File: src/rtl/sd_clkgen_pkg.sv
package sd_clkgen_pkg;
  // Command word bit positions
  localparam int CMD_W        = 3;
  localparam int CMD_STOP_BIT = 0;
  localparam int CMD_GO_BIT   = 1;
  localparam int CMD_SRST_BIT = 2;
endpackage

File: src/rtl/sd_clkgen_count.sv
module sd_clkgen_count #(
  parameter int W = 4
) (
  input  logic         clk,
  input  logic         rst,
  input  logic         clr,
  input  logic         en,
  input  logic [W-1:0] term,
  output logic [W-1:0] cnt,
  output logic         wrap
);
  localparam logic [W-1:0] ONE = W'(1);

  assign wrap = (cnt == term);

  always_ff @(posedge clk) begin
    if (rst || clr) cnt <= '0;
    else if (en)    cnt <= wrap ? '0 : cnt + ONE;
  end

  // a stage counter never runs past its terminal count
  p_cnt_bound_r4: assert property (@(posedge clk) disable iff (rst)
    cnt <= term);
endmodule

File: src/rtl/sd_clkgen_rate.sv
module sd_clkgen_rate #(
  parameter int DIV_W = 4,
  parameter int PRE_W = 12
) (
  input  logic                   clk,
  input  logic                   rst,
  input  logic                   wr_en,
  input  logic [DIV_W+PRE_W-1:0] wr_data,
  input  logic                   load,
  output logic [DIV_W+PRE_W-1:0] rate_q,
  output logic [DIV_W-1:0]       div_eff,
  output logic [PRE_W-1:0]       pre_act
);
  logic [DIV_W-1:0] div_act;

  always_ff @(posedge clk) begin
    if (rst)        rate_q <= '0;
    else if (wr_en) rate_q <= wr_data;
  end

  // Working copy, only refreshed while stopped or at a period boundary
  always_ff @(posedge clk) begin
    if (rst) begin
      div_act <= '0;
      pre_act <= '0;
    end else if (load) begin
      div_act <= rate_q[DIV_W-1:0];
      pre_act <= rate_q[DIV_W+PRE_W-1:DIV_W];
    end
  end

  // a zero divider behaves as one
  assign div_eff = (div_act == '0) ? DIV_W'(1) : div_act;

  // active rate is frozen between boundaries
  p_rate_hold_r8: assert property (@(posedge clk) disable iff (rst)
    !load |=> ($stable(div_act) && $stable(pre_act)));
endmodule

File: src/rtl/sd_clkgen_run.sv
module sd_clkgen_run
  import sd_clkgen_pkg::*;
(
  input  logic             clk,
  input  logic             rst,
  input  logic             cmd_we,
  input  logic [CMD_W-1:0] cmd,
  input  logic             period_end,
  output logic             running,
  output logic             soft_rst
);
  logic stop_pend;
  logic go_cmd;
  logic halt_cmd;

  assign soft_rst = cmd_we && cmd[CMD_SRST_BIT];
  assign go_cmd   = cmd_we && cmd[CMD_GO_BIT] && !soft_rst;
  assign halt_cmd = cmd_we && cmd[CMD_STOP_BIT] && !cmd[CMD_GO_BIT] && !soft_rst;

  always_ff @(posedge clk) begin
    if (rst || soft_rst) begin
      running   <= 1'b0;
      stop_pend <= 1'b0;
    end else if (go_cmd) begin
      running   <= 1'b1;
      stop_pend <= 1'b0;
    end else if (period_end && (stop_pend || halt_cmd)) begin
      running   <= 1'b0;
      stop_pend <= 1'b0;
    end else if (halt_cmd && running) begin
      stop_pend <= 1'b1;
    end
  end

  // soft reset stops at once
  p_srst_stops_r9: assert property (@(posedge clk) disable iff (rst)
    soft_rst |=> !running);

  // start always wins and runs on the next edge
  p_start_runs_r6: assert property (@(posedge clk) disable iff (rst)
    go_cmd |=> running);

  // running only drops at a period boundary or on soft reset
  p_stop_at_end_r7: assert property (@(posedge clk) disable iff (rst)
    $fell(running) |-> ($past(period_end) || $past(soft_rst)));
endmodule

File: src/rtl/sd_clkgen.sv
module sd_clkgen
  import sd_clkgen_pkg::*;
#(
  parameter int DIV_W = 4,
  parameter int PRE_W = 12
) (
  input  logic                   clk,
  input  logic                   rst,
  input  logic                   rate_we,
  input  logic [DIV_W+PRE_W-1:0] rate_wdata,
  input  logic                   cmd_we,
  input  logic [CMD_W-1:0]       cmd_wdata,
  output logic                   card_clk,
  output logic                   clk_en,
  output logic                   running,
  output logic [DIV_W+PRE_W-1:0] rate_q
);
  localparam int P2_W = PRE_W + 1;
  localparam logic [DIV_W:0] HALF_ONE = (DIV_W+1)'(1);
  localparam logic [P2_W-1:0] P2_ONE  = P2_W'(1);

  logic              soft_rst;
  logic              period_end;
  logic              load;
  logic [DIV_W-1:0]  div_eff;
  logic [PRE_W-1:0]  pre_act;
  logic              bypass;
  logic [DIV_W:0]    half;
  logic [P2_W-1:0]   term2;
  logic [DIV_W-1:0]  cnt1;
  logic [P2_W-1:0]   cnt2;
  logic              wrap1;
  logic              wrap2;
  logic              high_phase;
  logic              card_clk_q;
  logic              clk_en_q;

  sd_clkgen_run u_run (
    .clk        (clk),
    .rst        (rst),
    .cmd_we     (cmd_we),
    .cmd        (cmd_wdata),
    .period_end (period_end),
    .running    (running),
    .soft_rst   (soft_rst)
  );

  assign load = !running || period_end;

  sd_clkgen_rate #(.DIV_W(DIV_W), .PRE_W(PRE_W)) u_rate (
    .clk     (clk),
    .rst     (rst),
    .wr_en   (rate_we),
    .wr_data (rate_wdata),
    .load    (load),
    .rate_q  (rate_q),
    .div_eff (div_eff),
    .pre_act (pre_act)
  );

  // Stage terms
  assign bypass = (pre_act == '0);
  assign half   = ({1'b0, div_eff} + HALF_ONE) >> 1;
  assign term2  = {pre_act, 1'b0} - P2_ONE;

  // Stage 1: divide by (divider + 1)
  sd_clkgen_count #(.W(DIV_W)) u_div (
    .clk  (clk),
    .rst  (rst),
    .clr  (soft_rst || !running),
    .en   (running),
    .term (div_eff),
    .cnt  (cnt1),
    .wrap (wrap1)
  );

  // Stage 2: divide by 2 * prescaler, held at zero when bypassed
  sd_clkgen_count #(.W(P2_W)) u_pre (
    .clk  (clk),
    .rst  (rst),
    .clr  (soft_rst || !running || bypass),
    .en   (running && wrap1),
    .term (term2),
    .cnt  (cnt2),
    .wrap (wrap2)
  );

  assign period_end = running && wrap1 && (bypass || wrap2);
  assign high_phase = bypass ? ({1'b0, cnt1} < half)
                             : (cnt2 < {1'b0, pre_act});

  always_ff @(posedge clk) begin
    if (rst || soft_rst) begin
      card_clk_q <= 1'b0;
      clk_en_q   <= 1'b0;
    end else begin
      card_clk_q <= running && high_phase;
      clk_en_q   <= running && (cnt1 == '0) && (cnt2 == '0);
    end
  end

  assign card_clk = card_clk_q;
  assign clk_en   = clk_en_q;

  // stopped generator holds the card clock low
  p_idle_low_r7: assert property (@(posedge clk) disable iff (rst)
    !running |=> !card_clk);

  // strobe only inside the high phase
  p_en_in_high_r10: assert property (@(posedge clk) disable iff (rst)
    clk_en |-> card_clk);

  // every rising card clock carries the strobe
  p_rise_strobe_r10: assert property (@(posedge clk) disable iff (rst)
    $rose(card_clk) |-> clk_en);
endmodule

File: config.mk
export PLATFORM = sky130hd
export DESIGN_NAME = sd_clkgen
export DESIGN_NICKNAME = d
export VERILOG_FILES = /design/src/rtl/sd_clkgen_pkg.sv /design/src/rtl/sd_clkgen_count.sv /design/src/rtl/sd_clkgen_rate.sv /design/src/rtl/sd_clkgen_run.sv /design/src/rtl/sd_clkgen.sv
export SDC_FILE = /design/constraint.sdc
export NUM_CORES = 1
export LEC_CHECK = 0
export ABC_AREA = 1
export CAP_MARGIN = 0
export CORE_MARGIN = 10
export CORE_UTILIZATION = 61
export CTS_BUF_LIST = sky130_fd_sc_hd__clkbuf_8 sky130_fd_sc_hd__clkbuf_16
export DETAILED_ROUTE_END_ITERATION = 16
export GPL_ROUTABILITY_DRIVEN = 0
export PLACE_DENSITY_LB_ADDON = 0.2
export SYNTH_ARGS = -nofsm -noshare
export SYNTH_HDL_FRONTEND = slang
export SYNTH_SLANG_ARGS = --single-unit
File: constraint.sdc
create_clock -name clk -period 3.2 [get_ports clk]
set_input_delay 0.48 -clock clk [delete_from_list [all_inputs] [get_ports clk]]
set_output_delay 0.48 -clock clk [all_outputs]
set_load 0.1 [all_outputs]
==> metrics.txt, run 1 <==
Final Hold Viols=0; first-pass GRT wire length=approximately 15 mm; Synth Flop Type=dfxtp_1; Min-Delay Path Class=register to register; I/O pin count=42; Die Y=95.9 um; Clock Pin Slew Worst Setup and Hold Paths=roughly 0.1 ns; CORE AREA=about 5500 um2; DP HPWL=6.88 mm; crit end category=register; Clock Skew=approximately 0.011 ns; layout cell share with drive strength beyond 1=between 10% and 20%; Total GRT Usage=19.8%; syn_nets=approximately 580; Setup crit end=u_rate.pre_act[4]; PortBufs=41; Pwr Density=about 400 nW/um2; antenna violations before repair=0; Worst R2R End=u_rate.pre_act[4]; YS warnings=0; asr flop ratio synth=0%; FF-to-FF Start=u_rate.pre_act[0]; largest net degree at the start of global routing=33; CP Launch Type=register; initial DRC count=a little over 200; Remaining DRCs=0; Post-layout nets=just over 600; hold_buf cts=0; # clock sinks=53; CTS H-tree depth=2; vias in the first global route=between 3,000 and 4,000; post_cts resized=0; row count=27; Initial Util=63.5%; Commonest cells post-synth=nand2_1, inv_1, dfxtp_1; First-pass DRT Iterations=5; CP arrival=2.65 ns; Post-Synthesis Cells=around 530; Post-DRT Antenna Nets=0; Crit. Startpoint=u_rate.pre_act[0]; Final Cycle Share=between 70% and 80%; grt total ovfl=0; Clk Latency, worst-skew pair=between 0.3 and 0.4 ns; R2R cell count=11; peak supply drop=around 0.27 mV; Crit Path Max Fanout=18; WL final=8.73 mm; FMAX=~410 MHz; P_leak=about 1.9 nW; outcome=finished, final reports clean; Crit Path Class=register to register; Yosys cell types=35; Slew @ Worst Pin=0.979 ns; sequential share of the synthesized area=between 30% and 40%; max-cap viol count=0; RSZ-0062 raised after global routing=false; top cells by area, synth=dfxtp_1, nand2_1, inv_1; worst endpoint required time=3.42 ns; clock root buffer=clkbuf_8; per-cell routed wire length=approximately 14 um; setup TNS=0 ns; most common cell in the netlist=nand2_1; Die X=~96 um; Seq cells post-synth=53; Vias=~3,500; Pwr Total=about 1.6 mW; Worst slew margin=between 30% and 40%; Via-to-Cell Ratio=between 5 and 6; Mean Syn Cell Area=~6.6 um2; area leader, netlist=dfxtp_1; r2r setup slk=just under 0.8 ns; fin. max-slew vios=0; Post-Syn Area=~3500 um2; P&R area growth vs syn=14.9%; CTS max path bufs=2; total CTS buffers=5; Final min period=about 2.4 ns; CTS tree=built; number of diodes=0; Yosys top cell area share=between 30 and 40%; die area=9200 um2; setup repair bufs after CTS=0; Final setup violation count=0; EDFF count, synth=0
-- cell families (layout without fill, tap and decap cells) --
group | after synthesis | in the layout | share of synthesized area (%)
AND/OR/NAND/NOR | 279 | 279 | 38.9
buffers and inverters | 110 | 147 | 12.5
AO/OA/AOI/OAI | 63 | 63 | 9.39
flip-flops | 53 | 53 | 30.2
adder cells (fa/ha/maj) | 19 | 19 | 6.76
XOR/XNOR | 9 | 9 | 2.24
-- flip-flops by register name, indices dropped and copies added, names as in the netlist --
register	flops
card_clk	1
u_rate.div_act	4
u_run.stop_pend	1
u_rate.rate_q	16
u_run.running	1
u_div.cnt	4
clk_en	1
u_rate.pre_act	12
u_pre.cnt	13
-- metal layers --
metal / GRT usage (%) / up-vias / wire, um
li1: - / 1774 / -
met1: 22.8 / 1585 / 3680
met2: 35.6 / 105 / 4430
met3: 3.58 / 21 / 416
met4: 7.37 / 0 / 206
met5: 0 / - / 0
-- cell type report --
type | count | area, um2
flip-flops and latches | 53 | 1060
well taps | 72 | 90.1
fillers | 451 | 1500
inverters | 96 | 360
repair buffers | 43 | 413
multi-input cells | 370 | 2020
clock inverters | 2 | 17.5
clock buffers | 6 | 82.6
-- worst min-delay path by stage --
| stage | start | endpoint | slack, ns | cells after the start |
|---|---|---|---|---|
| after floorplan | u_pre.cnt[0] | u_pre.cnt[0] | 0.48 | 2 |
| after global placement | u_rate.rate_q[7] | u_rate.rate_q[7] | 0.46 | 2 |
| after detailed placement | u_rate.rate_q[9] | u_rate.rate_q[9] | 0.47 | 2 |
| after CTS | u_rate.rate_q[9] | u_rate.rate_q[9] | 0.48 | 2 |
| after global routing | u_rate.rate_q[9] | u_rate.rate_q[9] | 0.50 | 2 |
| final | u_rate.rate_q[9] | u_rate.rate_q[9] | 0.48 | 2 |
-- metrics by stage --
step	std cells	setup slack [ns]	hold WS, ns	instance area (um2)	util, %
global placement	634	0.930	0.464	3940	71.1
detailed placement	634	0.810	0.467	3940	71.1
finish	642	0.771	0.479	4040	72.9
global route	642	0.500	0.504	4040	72.9
floorplan	533	1.03	0.478	3520	-
CTS	642	0.793	0.484	4040	72.9
-- cell usage in the layout, fill, tap and decap left out, types with 3 or more instances in the layout --
cell type | netlist | final
ha_1 | 19 | 19
clkbuf_8 | 0 | 6
xnor2_1 | 4 | 4
nor2_1 | 42 | 42
nand3_1 | 27 | 27
inv_2 | 12 | 12
nor2_4 | 5 | 5
nand3_2 | 5 | 5
nand2_2 | 12 | 12
o21ai_0 | 27 | 27
inv_1 | 84 | 84
buf_4 | 0 | 7
nor3_1 | 9 | 9
dfxtp_1 | 53 | 53
nand4_1 | 30 | 30
nor4_1 | 3 | 3
nand2_1 | 123 | 123
clkdlybuf4s50_1 | 0 | 36
a21oi_1 | 29 | 29
nor2_2 | 16 | 16
xor2_1 | 5 | 5
-- power breakdown --
part / total, mW / switching [mW] / internal [mW]
logic: 0.486 / 0.334 / 0.152
registers: 0.714 / 0.0239 / 0.690
clock network: 0.413 / 0.233 / 0.180
-- worst max-delay path, stage by stage, from the launching register on --
cell     delay (ns)
dfxtp_1        0.33
inv_1          0.15
ha_1           0.36
nand2_4        0.11
nor2_4         0.12
nand3_2        0.09
nor2_1         0.16
nand2_1        0.41
nand3_4        0.40
nand2_1        0.10
inv_1          0.06
nor2_1         0.04
Note: power is estimated with default switching activity, not from simulation.
==> run 2: changes to the inputs <==
CORE_UTILIZATION = 51   (was 61)
clock period = 2.15 ns   (was 3.2 ns; I/O delays follow)
==> metrics.txt, run 2 (synthesis results as in run 1) <==
outcome=finished, final reports clean; Reg area=1060 um2 (+0.35%); Clock Skew=0.0107 ns (-0.000783 ns); Slowest-stage cell, CP=dfxtp_1; Biggest register=u_rate.rate_q; Remaining DRCs=0 (unchanged); setup ws final=0.147 ns (-0.624 ns); Die X=103 um (+7.4%); area occupied by multi-input gates=2090 um2 (+3.9%); Pwr Density=600 nW/um2 (+50%); Total GRT Usage=17.1% (-2.7 points); pre-CTS worst setup slack=0.0399 ns (-0.770 ns); CTS max path bufs=2 (unchanged); # clock sinks=53 (unchanged); WL final=8.90 mm (+2.0%); total CTS buffers=5 (unchanged); max-cap viol count=0 (unchanged); layout cell share with drive strength beyond 1=19.5% (+7.2 points); worst endpoint required time=2.40 ns (-1.02 ns); r2r setup slk=0.15 ns (-0.62 ns); most common cell after layout, fill and taps aside=nand2_1; Clk Latency, worst-skew pair=0.32 ns (about the same); per-cell routed wire length=13.4 um (-1.5%); vias in the first global route=3,293 (+0.55%); PortBufs=41 (unchanged); Worst slew margin=55.9% (+21 points); FMAX=499 MHz (+21%); Slew @ Worst Pin=0.660 ns (-0.319 ns); R2R cell count=14 (+3); Crit Path Max Fanout=12 (-6); delay of the slowest critical-path stage=0.37 ns (-0.04 ns); grt total ovfl=0 (unchanged); number of diodes=0 (unchanged); crit end category=register; Via-to-Cell Ratio=5.34 (-1.7%); CP arrival=2.26 ns (-0.39 ns); Post-DRT Antenna Nets=0 (unchanged); CTS tree=built; clock root buffer=clkbuf_8; I/O pin count=42 (unchanged); Fill cells=666 (+48%); CORE AREA=6760 um2 (+22%); antenna violations before repair=0 (unchanged); commonest non-fill, non-tap cells in the layout=nand2_1, inv_1, dfxtp_1; Final min period=2.00 ns (-0.426 ns); largest net degree at the start of global routing=33 (unchanged); First-pass DRT Iterations=4 (-1); setup TNS=0 ns (unchanged); CP Launch Type=register; RSZ-0062 raised after global routing=true; Largest register FFs=16 (unchanged); Final Cycle Share=93.2% (+17 points); hold_ws=0.480 ns (+0.000473 ns); FF-to-FF Start=u_rate.pre_act[5]; row count=30 (+11%); CTS H-tree depth=2 (unchanged); first-pass GRT wire length=14.7 mm (-0.38%); P&R area growth vs syn=20.2%; DP HPWL=7.01 mm (+1.9%); Vias=3,548 (+1.8%); critical path cell sequence=nor2_1 -> nand2_2 -> nor2_4 -> nand2_1 -> nand2_1 -> nand2_1 -> nand2_1 -> nand2_1 -> nor2_2 -> nand3_4 -> buf_6 -> nand4_1 -> nand2_1 -> nor2_1; Crit. Startpoint=u_rate.pre_act[5]; Die Y=103 um (+7.4%); Crit Path Class=register to register; fin. max-slew vios=0 (unchanged); P_leak=1.97 nW (+6.3%); Clock Pin Slew Worst Setup and Hold Paths=0.10 ns (about the same); Top Registers=u_rate.rate_q (16), u_pre.cnt (13), u_rate.pre_act (12); Post-layout nets=626 (+2.5%); CP most frequent cell=nand2_1; peak supply drop=0.410 mV (+53%); Worst R2R End=u_rate.pre_act[5]; die area=10,600 um2 (+15%); Min-Delay Path Class=register to register; Final setup violation count=0 (unchanged); Setup crit end=u_rate.pre_act[5]; Final Hold Viols=0 (unchanged); Initial Util=52.1% (-11 points); initial DRC count=256 (+26%)
==> run 2: changes by cell type in the layout (fill, tap and decap cells not counted), sizes merged <==
cell	before	now
buf	7	35
clkdlybuf4s50	36	22
bufinv	0	1
clkbuf	6	5
clkinv	1	0
inv	97	98
nand3	34	35
==> run 2: worst min path at each step <==
stage / from / to / slack, ns / depth (start not counted)
final: u_rate.rate_q[9] / u_rate.rate_q[9] / 0.48 / 2
after global routing: u_rate.rate_q[6] / u_rate.rate_q[6] / 0.51 / 2
after CTS: u_rate.rate_q[9] / u_rate.rate_q[9] / 0.49 / 2
after detailed placement: u_rate.rate_q[7] / u_rate.rate_q[7] / 0.47 / 2
after global placement: u_rate.rate_q[7] / u_rate.rate_q[7] / 0.46 / 2
after floorplan: rst / u_run.running / 0.43 / 1
==> run 2: through the flow <==
| stage | cells | util (%) | power (mW) | cell area, um2 |
|---|---|---|---|---|
| global route | 665 | 62.6 | 2.67 | 4230 |
| finish | 665 | 62.6 | 2.53 | 4230 |
| CTS | 661 | 60.9 | 2.52 | 4120 |
| floorplan | 533 | - | 1.64 | 3520 |
| global placement | 653 | 59.2 | 1.80 | 4000 |
| detailed placement | 653 | 59.2 | 1.81 | 4000 |
==> run 2: repair_timing <==
| item | 4_1_cts | 5_1_grt |
|---|---|---|
| hold buffers | 0 | 0 |
| endpoints found under the hold margin | 0 | 0 |
| resized for setup | 0 | 23 |
| setup endpoints to repair | 0 | 29 |
| buffers inserted | 0 | 3 |
==> run 2: area by class of cell <==
class                      instances  share of cell area [%]
multi-input combinational        371                    49.6
clock inverter                     3                    1.12
clock buffer                       5                    1.63
timing repair buffer              57                    11.6
inverter                          96                    8.53
tap                               80                    2.37
sequential                        53                    25.2
==> run 2: metal layers <==
layer / GRT usage, % / vias up / wire, um
met4: 6.31 / 0 / 198
met3: 3.49 / 19 / 415
met2: 30.1 / 74 / 4480
li1: - / 1801 / -
met1: 19.9 / 1654 / 3810
met5: 0 / - / 0
==> run 2: critical path: cells and delay by family, from the launching register on <==
kind	cells	cell delay (ns)
flip-flops	1	0.37
AND/OR/NAND/NOR	13	1.35
buffers and inverters	1	0.21
==> run 2: where the power goes <==
group          total (mW)  switching (mW)  internal, mW  leakage, nW
combinational       0.755           0.511         0.244         1.47
clock               0.712           0.356         0.356       0.0591
sequential           1.07          0.0401          1.03        0.435
==> run 3: changes to the inputs <==
CORE_UTILIZATION = 25   (was 51)
==> metrics.txt, run 3 (synthesis results as in run 1) <==
Clock Power Share=34.9% (+6.8 points); P_leak=1.99 nW (+1.3%); Clk Latency, worst-skew pair=0.30 ns (-0.02 ns); layout cell share with drive strength beyond 1=19.3% (-0.20 points); fin util=31.6% (-31 points); vias in the first global route=3,131 (-4.9%); dpl cell area=4120 um2 (+3.1%); design area=4370 um2 (+3.5%); setup TNS=0 ns (unchanged); largest net degree at the start of global routing=33 (unchanged); fin. max-slew vios=0 (unchanged); Total GRT Usage=9.81% (-7.3 points); NetSw=0.942 mW (+3.9%); sequential share of power=38.5% (-3.6 points); Worst Hold Depth=2 (unchanged); most common cell after layout, fill and taps aside=nand2_1; CTS tree=built; Pint=1.82 mW (+12%); Biggest register=u_rate.rate_q; hold wc startpoint=u_rate.rate_q[7]; Pwr Total=2.76 mW (+9.1%); Worst R2R End=u_rate.pre_act[3]; die area=19,200 um2 (+81%); max-cap viol count=0 (unchanged); CTS H-tree depth=2 (unchanged); number of diodes=0 (unchanged); Final Cycle Share=90.3% (-2.9 points); total CTS buffers=5 (unchanged); DP HPWL=7.62 mm (+8.8%); Remaining DRCs=0 (unchanged); setup ws final=0.209 ns (+0.0619 ns); antenna violations before repair=0 (unchanged); CTS max path bufs=2 (unchanged); initial DRC count=188 (-27%); Clock Pin Slew Worst Setup and Hold Paths=0.07 ns (-0.03 ns); crit end category=register; Reg area=1070 um2 (+0.35%); Die Y=139 um (+35%); CP arrival=2.14 ns (-0.12 ns); first-pass GRT wire length=15.9 mm (+8.0%); First-pass DRT Iterations=4 (unchanged); row count=43 (+43%); R2R cell count=15 (+1); Largest register FFs=16 (unchanged); CORE AREA=13,800 um2 (+100%); area occupied by multi-input gates=2040 um2 (-2.4%); peak supply drop=0.300 mV (-27%); per-cell routed wire length=12.3 um (-8.1%); WL final=9.42 mm (+5.8%); commonest non-fill, non-tap cells in the layout=nand2_1, inv_1, dfxtp_1; Top Registers=u_rate.rate_q (16), u_pre.cnt (13), u_rate.pre_act (12); I/O pin count=42 (unchanged); clock root buffer=clkbuf_16; hold_buf cts=0 (unchanged); Vias=3,311 (-6.7%); # clock sinks=53 (unchanged); Post-DRT Antenna Nets=0 (unchanged); Fill cells=1,519 (+130%); Worst slew margin=66.9% (+11 points); Final Hold Viols=0 (unchanged); Final setup violation count=0 (unchanged); Clock Skew=0.00747 ns (-0.00319 ns); FMAX=515 MHz (+3.2%); Crit Path Class=register to register; worst hold endpoint=u_rate.rate_q[7]; Pwr Density=632 nW/um2 (+5.4%); Post-layout nets=627 (+0.16%); PortBufs=41 (unchanged); FF-to-FF Start=u_rate.pre_act[0]; Initial Util=25.4% (-27 points); grt total ovfl=0 (unchanged); r2r setup slk=0.21 ns (+0.06 ns); Final min period=1.94 ns (-0.0619 ns); Crit Path Max Fanout=16 (+4); Comb pwr share=26.6% (-3.2 points); Min-Delay Path Class=register to register; Die X=139 um (+35%); P&R area growth vs syn=24.4%; Via-to-Cell Ratio=4.32 (-19%); worst endpoint required time=2.35 ns (-0.05 ns); CP Launch Type=register; Slew @ Worst Pin=0.492 ns (-0.168 ns); Sw Ratio=34.1% (-1.7 points); outcome=finished, final reports clean; pre-CTS worst setup slack=0.0469 ns (+0.00708 ns)
==> run 3: layout make-up <==
cell class                      instances  area share, %
Timing Repair Buffer                   59           11.5
Inverter                               96           8.24
Clock inverter                          3           1.14
Multi-Input combinational cell        370           46.7
Sequential cell                        53           24.4
Tap cell                              180           5.15
Clock buffer                            5           2.86
==> run 3: worst max-delay path by stage <==
stage,startpoint,end,slack (ns),depth (start not counted)
floorplan,u_rate.pre_act[0],u_rate.div_act[0],0.20,16
global placement,u_rate.pre_act[1],u_rate.pre_act[1],0.09,15
detailed placement,u_rate.pre_act[1],u_rate.pre_act[3],0.05,15
CTS,u_rate.pre_act[1],u_rate.pre_act[5],0.02,15
global route,u_div.cnt[3],u_pre.cnt[10],-0.02,12
finish,u_rate.pre_act[0],u_rate.pre_act[3],0.21,15
==> run 3: metrics by stage <==
step | std cells | hold slack [ns]
after global placement | 753 | 0.469
final | 766 | 0.476
after global routing | 766 | 0.509
after detailed placement | 753 | 0.469
after floorplan | 533 | 0.426
after CTS | 761 | 0.483
==> run 3: worst max-delay path, cell delays in order, from the launching register on <==
cell and delay [ns]:
dfxtp_1 0.31, inv_1 0.11, ha_4 0.20, nand2_4 0.08, nor2_4 0.12, nand2_1 0.06
nand2_1 0.07, nand2_1 0.05, nand2_1 0.08, nand2_1 0.07, nor2_2 0.14, nand3_4 0.14
nand3_4 0.21, nand2_1 0.08, inv_1 0.06, nor2_1 0.04
==> run 3: routing by layer <==
layer	routed length (um)	up-vias	global-route usage, %
met5	0	-	0
met4	160	0	3.02
met3	405	10	2.81
met2	4000	58	14.9
met1	4860	1439	13.1
li1	-	1804	-
==> run 3: timing repair <==
item                       in CTS  in global routing
buffers inserted                0                  5
setup endpoints to repair       0                 23
gates resized for setup         0                 15
==> run 3: power groups by stage <==
stage          combinational (mW)  clock (mW)  sequential [mW]
3_5_place_dp                0.725           0             1.09
6_report                    0.736       0.965             1.06
5_1_grt                     0.819        1.04             1.07
4_1_cts                     0.728       0.997             1.06
2_1_floorplan               0.391           0             1.25
3_3_place_gp                0.720           0             1.09
